--- src/rtl/mo_pkg.sv ---
package mo_pkg;
   typedef enum logic [1:0] {
      ADM_OK      = 2'd0,
      ADM_LQ_FULL = 2'd1,
      ADM_SQ_FULL = 2'd2
   } adm_status_e;

   localparam int DEP_SLOTS = 3;
   localparam int SLOT_ST   = 0;
   localparam int SLOT_LD   = 1;
   localparam int SLOT_BAR  = 2;
endpackage

--- src/rtl/mo_slot_count.sv ---
module mo_slot_count #(
   parameter int unsigned SIZE = 4
) (
   input  logic clk,
   input  logic rst_n,
   input  logic take,
   input  logic give,
   output logic full
);
   generate
      if (SIZE == 0) begin : g_unbounded
         logic unused_pins;
         assign unused_pins = ^{clk, rst_n, take, give};
         assign full = 1'b0;
      end else begin : g_bounded
         localparam int CW = $clog2(SIZE + 1);
         logic [CW-1:0] cnt;
         logic          dec;

         assign dec  = give && (cnt != '0);
         assign full = (cnt == CW'(SIZE));

         always_ff @(posedge clk) begin
            if (!rst_n) begin
               cnt <= '0;
            end else if (take && !dec) begin
               cnt <= cnt + 1'b1;
            end else if (dec && !take) begin
               cnt <= cnt - 1'b1;
            end
         end

         assert_no_overflow_R3 : assert property (@(posedge clk) disable iff (!rst_n)
            cnt <= CW'(SIZE));
         assert_no_take_full_R3 : assert property (@(posedge clk) disable iff (!rst_n)
            (full && !give) |-> !take);
      end
   endgenerate
endmodule

--- src/rtl/mo_order.sv ---
module mo_order #(
   parameter int unsigned TOK_W = 6
) (
   input  logic                                 clk,
   input  logic                                 rst_n,
   input  logic                                 acc,
   input  logic                                 is_ld,
   input  logic                                 is_st,
   input  logic                                 side,
   input  logic                                 relaxed,
   input  logic                                 done_v,
   input  logic [TOK_W-1:0]                     done_tok,
   output logic [TOK_W-1:0]                     tok_out,
   output logic                                 new_grp,
   output logic [mo_pkg::DEP_SLOTS-1:0]         dep_v,
   output logic [mo_pkg::DEP_SLOTS*TOK_W-1:0]   dep_src
);
   import mo_pkg::*;

   logic [TOK_W-1:0] cur_ld, cur_bar, cur_st, next_id, nid;
   logic [TOK_W-1:0] eff_ld, eff_bar, eff_st;
   logic             ld_open, eff_open, join_grp, plain_ld;

   // completion this cycle hides the finished group from the new operation
   assign eff_ld   = (done_v && done_tok == cur_ld)  ? '0 : cur_ld;
   assign eff_bar  = (done_v && done_tok == cur_bar) ? '0 : cur_bar;
   assign eff_st   = (done_v && done_tok == cur_st)  ? '0 : cur_st;
   assign eff_open = ld_open && (eff_ld != '0);

   assign plain_ld = is_ld && !is_st && !side;
   assign join_grp = acc && plain_ld && eff_open;
   assign new_grp  = acc && (is_ld || is_st) && !join_grp;
   assign tok_out  = join_grp ? eff_ld : (new_grp ? next_id : '0);
   assign dep_src  = {eff_bar, eff_ld, eff_st};
   assign nid      = (next_id + 1'b1 == '0) ? TOK_W'(1) : next_id + 1'b1;

   always_comb begin
      dep_v = '0;
      if (new_grp) begin
         if (is_st) begin
            dep_v[SLOT_ST]  = (eff_st != '0);
            dep_v[SLOT_LD]  = (eff_ld != '0);
            dep_v[SLOT_BAR] = (eff_bar != '0) && (eff_bar != eff_ld);
         end else if (side) begin
            dep_v[SLOT_ST]  = !relaxed && (eff_st != '0);
            dep_v[SLOT_LD]  = (eff_ld != '0);
            dep_v[SLOT_BAR] = (eff_bar != '0) && (eff_bar != eff_ld);
         end else begin
            dep_v[SLOT_ST]  = !relaxed && (eff_st != '0);
            dep_v[SLOT_BAR] = (eff_bar != '0);
         end
      end
   end

   always_ff @(posedge clk) begin
      if (!rst_n) begin
         cur_ld  <= '0;
         cur_bar <= '0;
         cur_st  <= '0;
         ld_open <= 1'b0;
         next_id <= TOK_W'(1);
      end else begin
         cur_ld  <= eff_ld;
         cur_bar <= eff_bar;
         cur_st  <= eff_st;
         ld_open <= eff_open;
         if (new_grp) begin
            if (is_st)         cur_st  <= next_id;
            if (is_ld)         cur_ld  <= next_id;
            if (is_ld && side) cur_bar <= next_id;
            ld_open <= plain_ld;
            next_id <= nid;
         end
      end
   end

   assert_tok_nonzero_R5 : assert property (@(posedge clk) disable iff (!rst_n)
      new_grp |-> (tok_out != '0));
   assert_join_no_edge_R7 : assert property (@(posedge clk) disable iff (!rst_n)
      (acc && (is_ld || is_st) && !new_grp) |-> (dep_v == '0));
   assert_relaxed_load_R8 : assert property (@(posedge clk) disable iff (!rst_n)
      (new_grp && is_ld && !is_st && relaxed) |-> !dep_v[SLOT_ST]);
   assert_store_tail_R6 : assert property (@(posedge clk) disable iff (!rst_n)
      (new_grp && is_st) |=> (cur_st == $past(tok_out)));
endmodule

--- src/rtl/mem_order_dispatch.sv ---
module mem_order_dispatch #(
   parameter int unsigned LQ_SIZE = 4,
   parameter int unsigned SQ_SIZE = 3,
   parameter int unsigned TOK_W   = 6
) (
   input  logic                 clk,
   input  logic                 rst_n,
   input  logic                 disp_valid,
   input  logic                 disp_load,
   input  logic                 disp_store,
   input  logic                 disp_side,
   input  logic                 relaxed_alias,
   input  logic                 done_valid,
   input  logic [TOK_W-1:0]     done_token,
   input  logic                 ret_load,
   input  logic                 ret_store,
   output logic [1:0]           status,
   output logic [TOK_W-1:0]     disp_token,
   output logic                 grp_new,
   output logic [2:0]           dep_valid,
   output logic [3*TOK_W-1:0]   dep_src,
   output logic                 err
);
   import mo_pkg::*;

   generate
      if (TOK_W < 2) begin : g_bad_tok
         $error("TOK_W must be at least 2");
      end
   endgenerate

   adm_status_e st_e;
   logic        lq_full, sq_full, accept, reject;

   always_comb begin
      if (disp_load && lq_full)       st_e = ADM_LQ_FULL;
      else if (disp_store && sq_full) st_e = ADM_SQ_FULL;
      else                            st_e = ADM_OK;
   end

   assign status = st_e;
   assign accept = disp_valid && (disp_load || disp_store) && (st_e == ADM_OK);
   assign reject = disp_valid && (st_e != ADM_OK);

   always_ff @(posedge clk) begin
      if (!rst_n) err <= 1'b0;
      else if (reject) err <= 1'b1;
   end

   mo_slot_count #(.SIZE(LQ_SIZE)) i_lq (
      .clk(clk), .rst_n(rst_n), .take(accept && disp_load),
      .give(ret_load), .full(lq_full));

   mo_slot_count #(.SIZE(SQ_SIZE)) i_sq (
      .clk(clk), .rst_n(rst_n), .take(accept && disp_store),
      .give(ret_store), .full(sq_full));

   mo_order #(.TOK_W(TOK_W)) i_order (
      .clk(clk), .rst_n(rst_n), .acc(accept), .is_ld(disp_load),
      .is_st(disp_store), .side(disp_side), .relaxed(relaxed_alias),
      .done_v(done_valid), .done_tok(done_token), .tok_out(disp_token),
      .new_grp(grp_new), .dep_v(dep_valid), .dep_src(dep_src));

   assert_ignored_R4 : assert property (@(posedge clk) disable iff (!rst_n)
      reject |-> (!grp_new && dep_valid == '0));
   assert_err_sticky_R4 : assert property (@(posedge clk) disable iff (!rst_n)
      err |=> err);
   assert_nonmem_ok_R1 : assert property (@(posedge clk) disable iff (!rst_n)
      (!disp_load && !disp_store) |-> (status == 2'd0 && !grp_new));
endmodule

--- config.mk ---
export PLATFORM = sky130hd
export DESIGN_NAME = mem_order_dispatch
export DESIGN_NICKNAME = d
export VERILOG_FILES = /design/src/rtl/mo_pkg.sv /design/src/rtl/mo_slot_count.sv /design/src/rtl/mo_order.sv /design/src/rtl/mem_order_dispatch.sv
export SDC_FILE = /design/constraint.sdc
export NUM_CORES = 1
export LEC_CHECK = 0
export BUFFER_PORTS_ARGS = -buffer_cell sky130_fd_sc_hd__buf_2
export CAP_MARGIN = 20
export CORE_ASPECT_RATIO = 0.7
export CORE_MARGIN = 3
export CORE_UTILIZATION = 50
export CTS_CLUSTER_DIAMETER = 120
export CTS_CLUSTER_SIZE = 14
export DETAILED_ROUTE_END_ITERATION = 8
export PLACE_DENSITY = 0.81
export SYNTH_ARGS = -nofsm -noshare
export SYNTH_HDL_FRONTEND = slang
export SYNTH_SLANG_ARGS = --single-unit
--- constraint.sdc ---
create_clock -name clk -period 4 [get_ports clk]
set_input_delay 0.8 -clock clk [delete_from_list [all_inputs] [get_ports clk]]
set_output_delay 0.8 -clock clk [all_outputs]
set_load 0.03 [all_outputs]
Yosys cells after proc, flatten, opt, wreduce, memory -nomap -nowiden
Cells that the tools add are included.
{ "totals": {"register_bits": 31, "latchBits": 0, "ramBits": 0, "mem_bits_ro": 0, "inputBits": 16, "out_inout_bits": 31, "word_cells": 87, "memories": 0} }
{ "classes": {"n_addsub": 5, "n_mul": 0, "div": 0, "n_lt_le_gt_ge": 0, "n_eq_ne": 6, "shift": 0, "mux": 23, "n_bitwise": 0, "n_reduce_logical": 45} }
{ "ops": {"columns": ["operator", "count"], "rows": [
  ["$mux 6", 12],
  ["$logic_and 1x1->1", 26],
  ["$eq 6x6->1", 3],
  ["$reduce_bool 6->1", 3],
  ["$mux 3", 4],
  ["$logic_not 1->1", 8],
  ["$mux 2", 4],
  ["$reduce_bool 2->1", 4],
  ["$add 6x1->6 const B", 1],
  ["$logic_not 6->1", 1],
  ["$ne 6x6->1", 1],
  ["$add 3x1->3 const B", 1],
  ["$eq 3x3->1 const B", 1],
  ["$mux 1", 3],
  ["$reduce_bool 3->1", 1],
  ["$sub 3x1->3 const B", 1],
  ["$add 2x1->2 const B", 1],
  ["$eq 2x2->1 const B", 1],
  ["$logic_not 2->1", 1],
  ["$sub 2x1->2 const B", 1],
  ["$logic_or 1x1->1", 1]
]} }

Logic depth before layout (Yosys ltp)
{ "logic_depth": {"depth_word": 12, "ltp_mapped": 10, "depth_no_buf": 9} }

By module
Synthesis repeated with hierarchy kept, for this count alone.
{ "hier_totals": {"hier_cells": 271, "hier_area_um2": 2179.6} }
{ "by_module_without_submodules": {"columns": ["mod", "instances", "cells_each", "area_each_um2", "seq_area_each_um2"], "rows": [
  ["mo_order", 1, 233, 1816.7, 500.5],
  ["mo_slot_count (i_lq)", 1, 16, 170.2, 60.1],
  ["mo_slot_count (i_sq)", 1, 11, 107.6, 40.0],
  ["mem_order_dispatch", 1, 11, 85.1, 20.0]
]} }

Worst setup path before layout
No wires, ideal clock.
{ "synth_path": {"path_type": "input -> output", "startpoint": "input disp_store", "endpoint": "output dep_valid[2]", "arrival_ps": 2508, "required_ps": 3200, "setup_slack_ps": 692, "cell_stages": 8, "path_buffers": 2, "path_cell_list": "clkbuf_1 -> nand3_1 -> and3_1 -> o21ai_0 -> a41oi_4 -> buf_6 -> nand3_2 -> a31oi_1"} }
{ "synth_via": {"elab_chain_len": 10, "elab_cells_between_ends": 17, "classes_between": "4 x mux; 13 x reduce/logical"} }
{ "synth_rtl": {"columns": ["item", "line", "text"], "rows": [
  ["start: declaration", "mem_order_dispatch.sv:10", "input logic disp_store,"],
  ["$logic_and 1x1->1", "mem_order_dispatch.sv:37", "else if (disp_store && sq_full) st_e = ADM_SQ_FULL;"],
  ["$mux 2", "mem_order_dispatch.sv:37", null],
  ["$mux 2", "mem_order_dispatch.sv:36", "if (disp_load && lq_full) st_e = ADM_LQ_FULL;"],
  ["$logic_not 2->1", "mem_order_dispatch.sv:42", "assign accept = disp_valid && (disp_load || disp_store) && (st_e == ADM_OK);"],
  ["$logic_and 1x1->1", "mem_order_dispatch.sv:42", null],
  ["$logic_and 1x1->1 (2 in series)", "mo_order.sv:31", "assign join_grp = acc && plain_ld && eff_open;"],
  ["$logic_not 1->1", "mo_order.sv:32", "assign new_grp = acc && (is_ld || is_st) && !join_grp;"],
  ["$logic_and 1x1->1 (*)", "mo_order.sv:32", null],
  ["named net grp_new", "mem_order_dispatch.sv:19", "output logic grp_new,"],
  ["$mux 3 (*)", "mo_order.sv:39", "if (new_grp) begin"],
  ["end: declaration", "mem_order_dispatch.sv:20", "output logic [2:0] dep_valid,"]
]} }
The timed path passes the listed nets; every way through them passes the cells marked *.

Worst setup path after layout
{ "layout_path": {"startpoint": "input done_token[1]", "endpoint": "output dep_valid[0]"} }
{ "layout_via": {"elab_chain_len": 9, "elab_cells_between_ends": 15, "classes_between": "2 x eq/ne; 4 x mux; 9 x reduce/logical"} }
{ "layout_rtl": {"columns": ["item", "line", "text"], "rows": [
  ["start: declaration", "mem_order_dispatch.sv:14", "input logic [TOK_W-1:0] done_token,"],
  ["$eq 6x6->1", "mo_order.sv:25", "assign eff_ld = (done_v && done_tok == cur_ld) ? '0 : cur_ld;"],
  ["$logic_and 1x1->1", "mo_order.sv:25", null],
  ["$mux 6", "mo_order.sv:25", null],
  ["$reduce_bool 6->1", "mo_order.sv:28", "assign eff_open = ld_open && (eff_ld != '0);"],
  ["$logic_and 1x1->1", "mo_order.sv:28", null],
  ["$logic_and 1x1->1", "mo_order.sv:31", null],
  ["$logic_not 1->1", "mo_order.sv:32", null],
  ["$logic_and 1x1->1", "mo_order.sv:32", null],
  ["$mux 3 (*)", "mo_order.sv:39", null]
]} }
Mark *: on every way between the ends. The rest lies on a longest branch, timed or not.

==> results_dict.tcl <==
set metrics [dict create \
    status "finished, final reports clean" \
    rrSetupSlack_ps 1550 \
    wl_per_cell_um 16.5 \
    grt.total_usage_pct 23.5 \
    routed-via-count 1989 \
    dp_hpwl_um 3960 \
    worstPathMaxFanout 16 \
    finalClockSkew_ps 1.69 \
    period_share_pct 86.4 \
    area_growth_pct 15.5 \
    synth_area_leaders "dfxtp_1 30%, mux2i_1 8.1%, xnor2_1 7.5%" \
    avgSynthCellArea_sq_um 8.49 \
    overflow 0 \
    fin_crit_ps 3460 \
    ys_async_sr_fraction_pct 0 \
    synth_edf_count 0 \
    hold_path_depth 2 \
    drv_cap 0 \
    clkTransAtPathRegs_ps 60 \
    critical_path.startpoint_type "input port" \
    ys_top_cells_by_count "31 x dfxtp_1, 25 x nand2_1, 22 x nor2b_1" \
    ys.flop_type "dfxtp_1" \
    r2r_cells 9 \
    core_area_sq_um 3760 \
    syn_inst 246 \
    timing.setup.tns_ps 0 \
    n_antenna_cell 0 \
    die_w_um 83.2 \
    cts-buffers-inserted 5 \
    required_ps 3200 \
    route.detailed.drc 0 \
    finalSetupViolations 0 \
    yosysMostFrequentCell "dfxtp_1" \
    die-area_sq_um 5000 \
    power_density_nw_per_um2 400 \
    start_util_pct 55.5 \
    ctsHtreeMaxLevel 2 \
    slew_headroom_pct 53.8 \
    fin_cells 337 \
    worstReg2RegStart "i_lq.g_bounded.cnt[0]$_SDFFE_PN0P_" \
    tightest_slew_ps 688 \
    synth_warnings 0 \
    tritoncts "yes" \
    maxSlewViolCount 0 \
    hold_path_class "flip-flop to flip-flop" \
    grt_max_degree 36 \
    die_h_um 60.1 \
    p_leak_uw 0.00106 \
    clock-root-buffer "clkbuf_8" \
    dp_cells 329 \
    hold_viol 0 \
    rsz0062_at_grt "no" \
    postCtsSetupBuffers 0 \
    gp_congestion 1.02 \
    antenna_found_initial 0 \
    ant_nets 0 \
    pwr-share-clk_pct 28.4 \
    p_comb_share_pct 30.8 \
    insertion_delay_ps 290 \
    ys_types 49 \
    nFillCells 326 \
    holdWs_ps 501 \
    drive_gt1_share_pct 20.6 \
    cts_sinks 31 \
    grt_pass1_wl_um 9060 \
    viasPerCell 5.90 \
    syn_nets 266 \
    synth_area_sq_um 2090 \
    cp-end-kind "primary output" \
    first_iter_violations 181 \
    cp.arrival_ps 2660 \
    row_count 18 \
    io_pins 47 \
    cts_resized 0 \
    critical_path_class "input port to primary output" \
    port_buffers 46 \
    power.switching_uw 331 \
    grt_pass1_vias 1835 \
    hold_buffers 0 \
    min-delay-start "err$_SDFFE_PN0P_" \
    nNetsFinal 306 \
    synth-seq-cells 31 \
    totalWireLength_um 5550 \
    pwr-share-seq_pct 40.8 \
    synth_seq_area_share_pct 29.7 \
    synth_top_area_share_pct 29.7 \
    startpoint "done_token[1]" \
    clockBufferDepth 2 \
    ir_drop_mv 0.187 \
    dr.pass1.iters 4 \
    fmax_mhz 289 \
    synth_largest_area_cell "dfxtp_1" \
    p_sw_share_pct 34.3 \
    internal-power_uw 634 \
]
## power groups by stage
stage / registers, uW / logic, uW / clock network [uW]
detailed placement: 400 / 294 / 0
global route: 400 / 327 / 294
global placement: 400 / 284 / 0
CTS: 393 / 296 / 277
finish: 394 / 297 / 274
floorplan: 385 / 238 / 0
## worst paths after layout
| path | end |
|---|---|
| setup / recovery | dep_valid[0] |
| hold / removal | err$_SDFFE_PN0P_ |
| setup reg to reg | i_lq.g_bounded.cnt[2]$_SDFFE_PN0P_ |
| hold reg to reg | err$_SDFFE_PN0P_ |
## metal layers
| layer | up-vias | part of all wire [%] | track usage (%) |
|---|---|---|---|
| li1 | 946 | - | - |
| met4 | 0 | 1.9 | 9.32 |
| met3 | 15 | 11 | 4.27 |
| met1 | 922 | 45 | 33.2 |
| met2 | 106 | 43 | 35.6 |
| met5 | - | 0 | 0 |
## critical path: stages
cell	delay (ps)
buf_2	130
xnor2_1	170
nand4_1	140
or2_1	360
a41oi_4	580
nor3b_2	250
buf_2	210
## cell families (layout without fill, tap and decap cells)
| kind of cell | Yosys count | count (layout) | share of synthesized area [%] |
|---|---|---|---|
| fa+ha+maj | 4 | 4 | 2.76 |
| simple gates | 112 | 112 | 30.2 |
| xor+xnor | 23 | 23 | 9.65 |
| mux | 17 | 17 | 8.15 |
| flops | 31 | 31 | 29.7 |
| buf+inv | 20 | 61 | 4.73 |
| compound gates | 39 | 39 | 14.8 |
## placed cells by master (no fill, tap or decap), drive strengths merged, types with 8 or more instances in the layout
cell type | Yosys | final
a21boi | 8 | 8
and2 | 15 | 15
buf | 5 | 47
clkbuf | 9 | 8
dfxtp | 31 | 31
mux2i | 17 | 17
nand2 | 25 | 25
nand3 | 9 | 9
nand4 | 9 | 9
nor2 | 10 | 10
nor2b | 22 | 22
xnor2 | 18 | 18
## sequential cells by signal, summed over array words and instances, names as in the netlist
name                flops
err                     1
i_lq.g_bounded.cnt      3
i_sq.g_bounded.cnt      2
i_order.cur_st          6
i_order.next_id         6
i_order.cur_bar         6
i_order.cur_ld          6
i_order.ld_open         1
## area by class of cell
cell class                 instances  area [sq um]  share of cell area (%)
tap                               50          62.6                    2.59
clock buffer                       8           100                    4.15
timing repair buffer              47           238                    9.85
multi-input combinational        195          1370                    56.7
inverter                           6          22.5                   0.934
sequential                        31           621                    25.7
## metrics by stage
step	worst slack [ps]	power, uW	util (%)	instance area, sq um
2_1_floorplan	692	622	-	2090
3_3_place_gp	642	684	61.5	2310
3_5_place_dp	577	694	61.5	2310
4_1_cts	585	967	64.1	2410
5_1_grt	427	1020	64.1	2410
6_report	542	965	64.1	2410
No activity file was read; power rests on OpenSTA's default activity.
